## config.mk

```make
export PLATFORM = sky130hd
export DESIGN_NAME = circ_radius_pe
export DESIGN_NICKNAME = d
export VERILOG_FILES = /design/src/rtl/circ_pkg.sv /design/src/rtl/circ_rotor.sv /design/src/rtl/circ_addr_gen.sv /design/src/rtl/circ_vote_bank.sv /design/src/rtl/circ_radius_pe.sv
export SDC_FILE = /design/constraint.sdc
export NUM_CORES = 1
export LEC_CHECK = 0
export ABC_CLOCK_PERIOD_IN_PS = 19060
export BUFFER_PORTS_ARGS = -buffer_cell sky130_fd_sc_hd__buf_2
export CAP_MARGIN = 30
export CORE_MARGIN = 2
export CORE_UTILIZATION = 65
export DETAILED_ROUTE_END_ITERATION = 8
export PLACE_DENSITY_LB_ADDON = 0.05
export SLEW_MARGIN = 20
export SYNTH_ARGS = -nofsm -noshare
export SYNTH_HDL_FRONTEND = slang
export SYNTH_SLANG_ARGS = --single-unit
export TNS_END_PERCENT = 100
```

## constraint.sdc

```tcl
create_clock -name clk -period 19.06 [get_ports clk]
set_input_delay 3.812 -clock clk [delete_from_list [all_inputs] [get_ports clk]]
set_output_delay 3.812 -clock clk [all_outputs]
set_load 0.02 [all_outputs]
```

## src/rtl/circ_pkg.sv

```systemverilog
package circ_pkg;

    typedef enum logic [0:0] {
        ST_EMPTY = 1'b0,
        ST_FULL  = 1'b1
    } pe_state_t;

    localparam int N_BANKS    = 8;
    localparam int BANK_SEL_W = 3;

endpackage

```

## src/rtl/circ_rotor.sv

```systemverilog
module circ_rotor #(
    parameter int PIX_W = 5,
    parameter int SHIFT = 2,
    localparam int RW   = PIX_W + 2
) (
    input  logic [PIX_W-1:0]     px,
    input  logic [PIX_W-1:0]     py,
    input  logic [PIX_W-1:0]     cx,
    input  logic [PIX_W-1:0]     cy,
    output logic signed [RW-1:0] ra,
    output logic signed [RW-1:0] rc
);

    localparam int SQ_SH = 2 * SHIFT + 1;

    logic signed [RW-1:0] dx;
    logic signed [RW-1:0] dy;

    // centre-relative offsets
    assign dx = $signed({2'b00, px}) - $signed({2'b00, cx});
    assign dy = $signed({2'b00, py}) - $signed({2'b00, cy});

    // one scaling-free rotation step: cos ~ 1 - 2^-(2s+1), sin ~ 2^-s
    assign ra = dx - (dx >>> SQ_SH) + (dy >>> SHIFT);
    assign rc = dy - (dy >>> SQ_SH) - (dx >>> SHIFT);

endmodule

```

## src/rtl/circ_addr_gen.sv

```systemverilog
module circ_addr_gen
    import circ_pkg::*;
#(
    parameter int RW      = 7,
    parameter int DEPTH   = 12,
    parameter int BIN_SH  = 2,
    localparam int AW     = RW + 1,
    localparam int IDX_W  = $clog2(DEPTH)
) (
    input  logic signed [RW-1:0]             ra,
    input  logic signed [RW-1:0]             rc,
    output logic [N_BANKS-1:0]               hit,
    output logic [N_BANKS-1:0][IDX_W-1:0]    idx
);

    logic [AW-1:0]              ea;
    logic [AW-1:0]              ec;
    logic [3:0][AW-1:0]         base;
    logic [N_BANKS-1:0][AW-1:0] rad;

    assign ea = {ra[RW-1], ra};
    assign ec = {rc[RW-1], rc};

    // the two rotor outputs and the two diagonal (scaled) radii
    assign base[0] = ea;
    assign base[1] = ea + ec;
    assign base[2] = ec;
    assign base[3] = ec - ea;

    for (genvar g = 0; g < N_BANKS; g++) begin : g_sub
        logic [AW-1:0] q;
        if (g < 4) begin : g_direct
            assign rad[g] = base[g];
        end else begin : g_mirror
            assign rad[g] = -base[g-4];
        end
        assign q      = rad[g] >> BIN_SH;
        assign hit[g] = ~rad[g][AW-1] && (q < AW'(DEPTH));
        assign idx[g] = q[IDX_W-1:0];
    end

endmodule

```

## src/rtl/circ_vote_bank.sv

```systemverilog
module circ_vote_bank #(
    parameter int DEPTH  = 12,
    parameter int CNT_W  = 4,
    localparam int IDX_W = $clog2(DEPTH)
) (
    input  logic             clk,
    input  logic             rst_n,
    input  logic             vote_en,
    input  logic [IDX_W-1:0] vote_idx,
    input  logic [IDX_W-1:0] rd_idx,
    output logic [CNT_W-1:0] rd_cnt
);

    logic [CNT_W-1:0] cnt [DEPTH];

    always_ff @(posedge clk) begin
        if (!rst_n) begin
            for (int i = 0; i < DEPTH; i++) begin
                cnt[i] <= '0;
            end
        end else if (vote_en && (cnt[vote_idx] != {CNT_W{1'b1}})) begin
            cnt[vote_idx] <= cnt[vote_idx] + 1'b1;
        end
    end

    assign rd_cnt = (int'(rd_idx) < DEPTH) ? cnt[rd_idx] : '0;


    vote_in_range_chk: assert property (@(posedge clk) disable iff (!rst_n)
        vote_en |-> int'(vote_idx) < DEPTH);

    for (genvar c = 0; c < DEPTH; c++) begin : g_cell_chk

        cell_step_chk: assert property (@(posedge clk) disable iff (!rst_n)
            (cnt[c] != $past(cnt[c])) |-> ((cnt[c] - $past(cnt[c])) == CNT_W'(1)));

        cell_sat_chk: assert property (@(posedge clk) disable iff (!rst_n)
            ($past(cnt[c]) == {CNT_W{1'b1}}) |-> (cnt[c] == {CNT_W{1'b1}}));
    end

endmodule

```

## src/rtl/circ_radius_pe.sv

```systemverilog
module circ_radius_pe
    import circ_pkg::*;
#(
    parameter int PIX_W  = 5,
    parameter int SHIFT  = 2,
    parameter int DEPTH  = 12,
    parameter int BIN_SH = 2,
    parameter int CNT_W  = 4,
    localparam int RW    = PIX_W + 2,
    localparam int IDX_W = $clog2(DEPTH)
) (
    input  logic                  clk,
    input  logic                  rst_n,
    input  logic [PIX_W-1:0]      pix_x,
    input  logic [PIX_W-1:0]      pix_y,
    input  logic                  pix_valid,
    output logic                  pix_ready,
    input  logic [PIX_W-1:0]      ctr_x,
    input  logic [PIX_W-1:0]      ctr_y,
    output logic signed [RW-1:0]  fwd_x,
    output logic signed [RW-1:0]  fwd_y,
    output logic                  fwd_valid,
    input  logic                  fwd_ready,
    input  logic [BANK_SEL_W-1:0] rd_bank,
    input  logic [IDX_W-1:0]      rd_idx,
    output logic [CNT_W-1:0]      rd_count
);

    pe_state_t state_q;
    pe_state_t state_d;
    logic      take;

    logic signed [RW-1:0]            ra;
    logic signed [RW-1:0]            rc;
    logic [N_BANKS-1:0]              hit;
    logic [N_BANKS-1:0][IDX_W-1:0]   idx;
    logic [N_BANKS-1:0][CNT_W-1:0]   bank_cnt;

    circ_rotor #(
        .PIX_W (PIX_W),
        .SHIFT (SHIFT)
    ) rotor_i (
        .px (pix_x),
        .py (pix_y),
        .cx (ctr_x),
        .cy (ctr_y),
        .ra (ra),
        .rc (rc)
    );

    circ_addr_gen #(
        .RW     (RW),
        .DEPTH  (DEPTH),
        .BIN_SH (BIN_SH)
    ) addr_i (
        .ra  (ra),
        .rc  (rc),
        .hit (hit),
        .idx (idx)
    );

    // state register
    always_ff @(posedge clk) begin
        if (!rst_n) begin
            state_q <= ST_EMPTY;
        end else begin
            state_q <= state_d;
        end
    end

    // next state
    always_comb begin
        state_d = state_q;
        unique case (state_q)
            ST_EMPTY: if (pix_valid)                state_d = ST_FULL;
            ST_FULL:  if (fwd_ready && !pix_valid)  state_d = ST_EMPTY;
            default:                                state_d = ST_EMPTY;
        endcase
    end

    // outputs of the state machine
    always_comb begin
        pix_ready = 1'b0;
        fwd_valid = 1'b0;
        unique case (state_q)
            ST_EMPTY: pix_ready = 1'b1;
            ST_FULL: begin
                fwd_valid = 1'b1;
                pix_ready = fwd_ready;
            end
            default: ;
        endcase
    end

    assign take = pix_valid && pix_ready;

    always_ff @(posedge clk) begin
        if (!rst_n) begin
            fwd_x <= '0;
            fwd_y <= '0;
        end else if (take) begin
            fwd_x <= ra;
            fwd_y <= rc;
        end
    end

    for (genvar b = 0; b < N_BANKS; b++) begin : g_bank
        circ_vote_bank #(
            .DEPTH (DEPTH),
            .CNT_W (CNT_W)
        ) bank_i (
            .clk      (clk),
            .rst_n    (rst_n),
            .vote_en  (take && hit[b]),
            .vote_idx (idx[b]),
            .rd_idx   (rd_idx),
            .rd_cnt   (bank_cnt[b])
        );
    end

    assign rd_count = bank_cnt[rd_bank];


    fwd_hold_chk: assert property (@(posedge clk) disable iff (!rst_n)
        (fwd_valid && !fwd_ready) |=> (fwd_valid && $stable(fwd_x) && $stable(fwd_y)));


    stall_block_chk: assert property (@(posedge clk) disable iff (!rst_n)
        (fwd_valid && !fwd_ready) |-> !pix_ready);


    drain_chk: assert property (@(posedge clk) disable iff (!rst_n)
        $fell(fwd_valid) |-> ($past(fwd_ready) && !$past(pix_valid)));


    fill_chk: assert property (@(posedge clk) disable iff (!rst_n)
        (pix_valid && pix_ready) |=> fwd_valid);

endmodule

```

==> Word level (Yosys, flattened, before mapping) <==
Memory sizes are Yosys's and may differ from the RTL's.
Cells that the tools add are included.
{ "totals": {"mem_count": 8, "mem_bits_rw": 384, "output_inout_bits": 20, "elab_cells": 157, "register_bits": 15, "in_bits": 31} }
{ "classes": {"reduce_logical": 35, "magnitude_cmp": 10, "mux": 64, "n_bitwise": 9, "add_sub_neg": 20, "eq_ne": 8} }
{ "memory_table": {"columns": ["memory", "depth", "width", "read_ports", "rd_ports_with_merged_regs", "write_ports", "line", "source"], "rows": [
  ["g_bank[0].bank_i.cnt", 12, 4, 2, 0, 12, "circ_vote_bank.sv:14", "logic [CNT_W-1:0] cnt [DEPTH];"],
  ["g_bank[1].bank_i.cnt", 12, 4, 2, 0, 12, "circ_vote_bank.sv:14", null],
  ["g_bank[2].bank_i.cnt", 12, 4, 2, 0, 12, "circ_vote_bank.sv:14", null],
  ["g_bank[3].bank_i.cnt", 12, 4, 2, 0, 12, "circ_vote_bank.sv:14", null],
  ["g_bank[4].bank_i.cnt", 12, 4, 2, 0, 12, "circ_vote_bank.sv:14", null],
  ["g_bank[5].bank_i.cnt", 12, 4, 2, 0, 12, "circ_vote_bank.sv:14", null],
  ["+2 memories", null, null, null, null, null, null, null]
]} }
{ "ops": {"columns": ["op", "count"], "rows": [
  ["$mux 4", 25],
  ["$lt 6x4->1 const B", 8],
  ["$mux 1", 36],
  ["$add 4x1->4 const B", 8],
  ["$ne 4x4->1 const B", 8],
  ["$neg 8->8", 4],
  ["$reduce_or 4->1", 8],
  ["$logic_and 1x1->1", 26],
  ["$sub 6x1->7", 2],
  ["$bmux 4 s3", 1],
  ["$sub 5x5->6", 2],
  ["$not 1->1", 9],
  ["$add 7x7->8", 1],
  ["$sub 7x7->8", 1],
  ["$add 7x4->7", 1],
  ["$sub 7x4->7", 1],
  ["$lt 3x4->1 const B", 1],
  ["$lt 4x4->1 const B", 1],
  ["$pmux 1 s2", 2],
  ["$logic_not 1->1", 1]
]} }

==> Logic depth before layout (Yosys ltp) <==
{ "depth": {"ltp_word": 14, "ltp_mapped": 35, "mapped_depth_nobuf": 29} }

==> By module <==
A second synthesis with hierarchy kept.
{ "unflattened": {"cells_unflattened": 2453, "hier_area_um2": 31824.3} }
{ "by_module_without_submodules": {"columns": ["module", "n_inst", "seq_area_each_um2", "area_each_um2", "cells_per_inst"], "rows": [
  ["circ_vote_bank", 8, 1921.8, 3585.9, 258],
  ["circ_rotor", 1, 0.0, 1132.3, 138],
  ["circ_addr_gen", 1, 0.0, 1124.8, 160],
  ["circ_radius_pe", 1, 300.3, 879.6, 91]
]} }

==> Worst setup path before layout <==
OpenSTA, ideal clock, no wires.
{ "synth_timing": {"kind": "input to register", "from": "in ctr_x[1]", "to": "mem g_bank[5].bank_i.cnt[7][0], enable pin", "arrival_ns": 10.362, "setup_slack_ns": 8.337, "path_stages": 32, "cell_sequence": "inv_1 > ha_1 > a21o_1 > a21o_1 > a21o_1 > a21o_1 > inv_1 > fa_1 > inv_1 > ha_1 > a211oi_4 > or2_4 > nand2_4 > inv_2 > buf_2 > buf_2 > buf_2 > ha_1 > a211oi_1 > nor2_1 > clkbuf_1 > nand4_1 > a31o_2 > nor2_1 > a2111oi_0 > o21ai_1 > ha_1 > and3b_1 > nor3_2 > nand4_1 > buf_2 > o21ai_0"} }
{ "synth_rtl": {"columns": ["element", "line", "source"], "rows": [
  ["from (decl)", "circ_radius_pe.sv:18", "input logic [PIX_W-1:0] ctr_x,"],
  ["to (decl)", "circ_vote_bank.sv:14", null]
]} }

==> summary.txt <==
Synth
  – Number of enable-type register cells in the synthesized netlist: 512
  – Synthesized flop and latch total: 527
  – Sequential-to-total area share from yosys stat: 51.7%
  – Mapped Avg Cell Area: 12.4 sq um
  – Number of unique standard cell types used by synthesis: 93
  – Cell area after synthesis: 30300 sq um
  – Dominant cell type by area after synthesis: sky130_fd_sc_hd__edfxtp_1
  – Yosys synthesis warning count: 0
  – Top cell type's share of synthesized area: 50.7%
  – Synth async-reset ratio: 0%
  – Ys flop type: sky130_fd_sc_hd__edfxtp_1
  – Most common cell in the netlist: sky130_fd_sc_hd__edfxtp_1
  – Top cell types by occurrence after synthesis: sky130_fd_sc_hd__edfxtp_1 (512), sky130_fd_sc_hd__nor2_1 (359), sky130_fd_sc_hd__nand2_1 (251)
  – Leading cell types by total area after synthesis: sky130_fd_sc_hd__edfxtp_1 (51%), sky130_fd_sc_hd__mux4_2 (17%), sky130_fd_sc_hd__nor2_1 (4.4%)
  – Gate count after technology mapping: 2439

Worst setup path
  – Cell repeated most along the worst path: sky130_fd_sc_hd__inv_1
  – Capturing element type of the critical path: register
  – CP required: 19.33 ns
  – Critical-path maximum fanout: 20
  – Startpoint kind of the worst setup timing path: input pin
  – Launching point of the worst reg2reg path: g_bank[5].bank_i.cnt[7][1]
  – R2R depth: 11
  – Endpoint of the worst register-to-register path: g_bank[5].bank_i.cnt[6][1]
  – Data arrival time of the critical path: 12.38 ns
  – R2R Setup Slk: 15.08 ns
  – Type of the worst setup path: input pin to register
  – Max incr delay on CP: 0.76 ns
  – Slowest CP cell: sky130_fd_sc_hd__o21ai_0

Placed design
  – Total placed cells including tap cells: 3105
  – DP Wirelength: 56.8 mm
  – Input/output buffers: 50
  – Gpl congestion: 0.932
  – Post-detailed-placement cell area: 31500 sq um

Outcome
  – Outcome: finished clean

Clock tree
  – Worst-path clk slew: 0.06 ns
  – H-Tree Depth: 2
  – Number of gates given a new drive strength after cts: 0
  – Hold_buf cts: 0
  – Worst-case clock buffer depth: 3
  – CTS buffer count: 55
  – Library cell used as clock root buffer: sky130_fd_sc_hd__clkbuf_16
  – Clock latency of the later-clocked register in the worst-skew pair: 0.63 ns
  – TritonCTS clock tree: built
  – Clock Sinks: 527
  – Post-CTS setup repair buffer count: 0

Timing
  – Share of the clock period used by the worst path: 63.5%
  – Worst Tran Pin Value: 1.01 ns
  – Max-slew violation count: 0
  – Slew headroom: 32.2%
  – Final-report setup violation count: 0
  – Setup Skew: 0.0200 ns
  – Final hold violation count: 0
  – Period minus WS final: 12.11 ns
  – Aggregate negative setup slack: 0 ns
  – Fmax: 82.6 MHz
  – RSZ-0062 raised after global routing: false

GRT
  – Via count of the first global-routing pass: 21644
  – Wire length of the first global-routing pass: 126 mm
  – Pin count of the biggest net entering global routing: 79
  – Initial antenna violation count: 6
  – Overall global routing resource usage: 34.8%
  – Total overflow reported by the global router: 0

Route
  – Antenna-violating nets left: 0
  – Final routed DRC violation total: 0
  – Drt total wl: 82.5 mm
  – Drt pass-1 iters: 6
  – DR vias: 21904
  – Wirelength per Cell: 25.7 um
  – DRT iter0 DRCs: 2598
  – Average vias per placed instance: 6.83

Finish
  – Synthesis-to-finish area growth: 9.58%
  – Utilization after layout: 71.7%
  – Post-Layout Cell Count: 3207
  – Layout cells sized above 1: 18.7%
  – Number of nets in the layout: 2646
  – Final cell area excluding filler cells: 33300 sq um

Die
  – Starting density of the core: 65.5%
  – Site row count: 79
  – Die Ht: 220 um
  – Die extent in x: 220 um
  – Ports placed on the boundary: 51
  – Die Area: 48400 sq um
  – Area inside the core boundary: 46400 sq um

Min path
  – Type of the most critical hold path: register to register
  – WHS Endpoint: fwd_x[6]
  – Number of instances on the worst hold path: 2
  – Hold Crit Start: fwd_x[6]

Flow run
  – Maximum Capacitance Violations: 0
cell type report:
class | count | area (sq um)
Multi-Input combinational cell | 1772 | 14100
Fill cell | 3229 | 13100
Tap cell | 607 | 759
Antenna cell | 3 | 7.51
Clock inverter | 27 | 241
Timing Repair Buffer | 104 | 666
Inverter | 95 | 359
Clock buffer | 72 | 1460
Sequential cell | 527 | 15700
kinds of logic after synthesis:
| kind of cell | after synthesis | synth area share, % |
|---|---|---|
| compound gates | 346 | 7.85 |
| buf+inv | 267 | 3.65 |
| xor+xnor | 56 | 2.04 |
| simple gates | 891 | 13.1 |
| mux | 291 | 18.9 |
| flops | 527 | 51.7 |
| fa+ha+maj | 60 | 2.82 |
| other cells | 1 | 0.0124 |
registers in the layout, summed over array words and instances, names as in the netlist:
name / count
state_q: 1
fwd_x: 7
g_bank.bank_i.cnt: 512
fwd_y: 7
metrics by stage:
stage	setup WS (ns)	hold slack, ns
2_1_floorplan	8.34	0.541
3_3_place_gp	6.69	0.447
3_5_place_dp	6.49	0.460
4_1_cts	6.98	0.468
5_1_grt	6.33	0.487
6_report	6.95	0.467
how the worst max path moves through the flow:
| stage | start | to | cells past startpoint |
|---|---|---|---|
| after global placement | ctr_y[2] | g_bank[5].bank_i.cnt[6][0] | 30 |
| after detailed placement | ctr_y[2] | g_bank[5].bank_i.cnt[6][1] | 30 |
| after floorplan | ctr_x[1] | g_bank[5].bank_i.cnt[7][0] | 32 |
| final | ctr_y[2] | g_bank[5].bank_i.cnt[6][1] | 30 |
| after global routing | ctr_y[2] | g_bank[5].bank_i.cnt[6][3] | 30 |
| after CTS | rd_idx[0] | rd_count[2] | 9 |
layout by cell type (no fill, tap or decap), types with 13 or more instances in the layout:
| master | Yosys | routed |
|---|---|---|
| sky130_fd_sc_hd__inv_1 | 92 | 92 |
| sky130_fd_sc_hd__conb_1 | 1 | 128 |
| sky130_fd_sc_hd__nor2_1 | 359 | 359 |
| sky130_fd_sc_hd__mux2_2 | 21 | 21 |
| sky130_fd_sc_hd__buf_2 | 44 | 49 |
| sky130_fd_sc_hd__dfxtp_1 | 15 | 15 |
| sky130_fd_sc_hd__o21ai_1 | 29 | 29 |
| sky130_fd_sc_hd__buf_4 | 3 | 53 |
| sky130_fd_sc_hd__nor3_1 | 102 | 102 |
| sky130_fd_sc_hd__nor3_2 | 18 | 18 |
| sky130_fd_sc_hd__mux4_2 | 223 | 223 |
| sky130_fd_sc_hd__fa_1 | 14 | 14 |
| sky130_fd_sc_hd__o22ai_1 | 20 | 20 |
| sky130_fd_sc_hd__edfxtp_1 | 512 | 512 |
| sky130_fd_sc_hd__a21oi_1 | 38 | 38 |
| sky130_fd_sc_hd__a31oi_1 | 19 | 19 |
| sky130_fd_sc_hd__o211ai_1 | 23 | 23 |
| sky130_fd_sc_hd__o21ai_0 | 77 | 77 |
| sky130_fd_sc_hd__clkbuf_16 | 0 | 56 |
| sky130_fd_sc_hd__a21o_1 | 15 | 15 |
| sky130_fd_sc_hd__xor2_1 | 16 | 13 |
| sky130_fd_sc_hd__clkbuf_1 | 98 | 16 |
| sky130_fd_sc_hd__mux2i_1 | 47 | 47 |
| sky130_fd_sc_hd__nand3_1 | 72 | 72 |
| sky130_fd_sc_hd__nand2_1 | 251 | 251 |
| sky130_fd_sc_hd__ha_1 | 46 | 46 |
| sky130_fd_sc_hd__o221ai_1 | 24 | 24 |
| sky130_fd_sc_hd__xnor2_1 | 29 | 26 |
critical path, delay by kind of cell:
kind            cells  cell delay (ns)
compound gates      9             2.93
fa+ha+maj           5             2.24
buf+inv             9             1.59
simple gates        5             1.46
xor+xnor            2             0.30
per-layer routing:
layer / global-route usage, % / part of all wire (%) / vias up
met5: 0 / 0.047 / -
met4: 14.1 / 4.1 / 6
met3: 7.95 / 11 / 259
met2: 55.7 / 48 / 1401
met1: 46.6 / 37 / 10820
li1: - / - / 9418
Power is not shown: default switching activity piles up to over one toggle a cycle in this logic, so the estimate is an artifact.
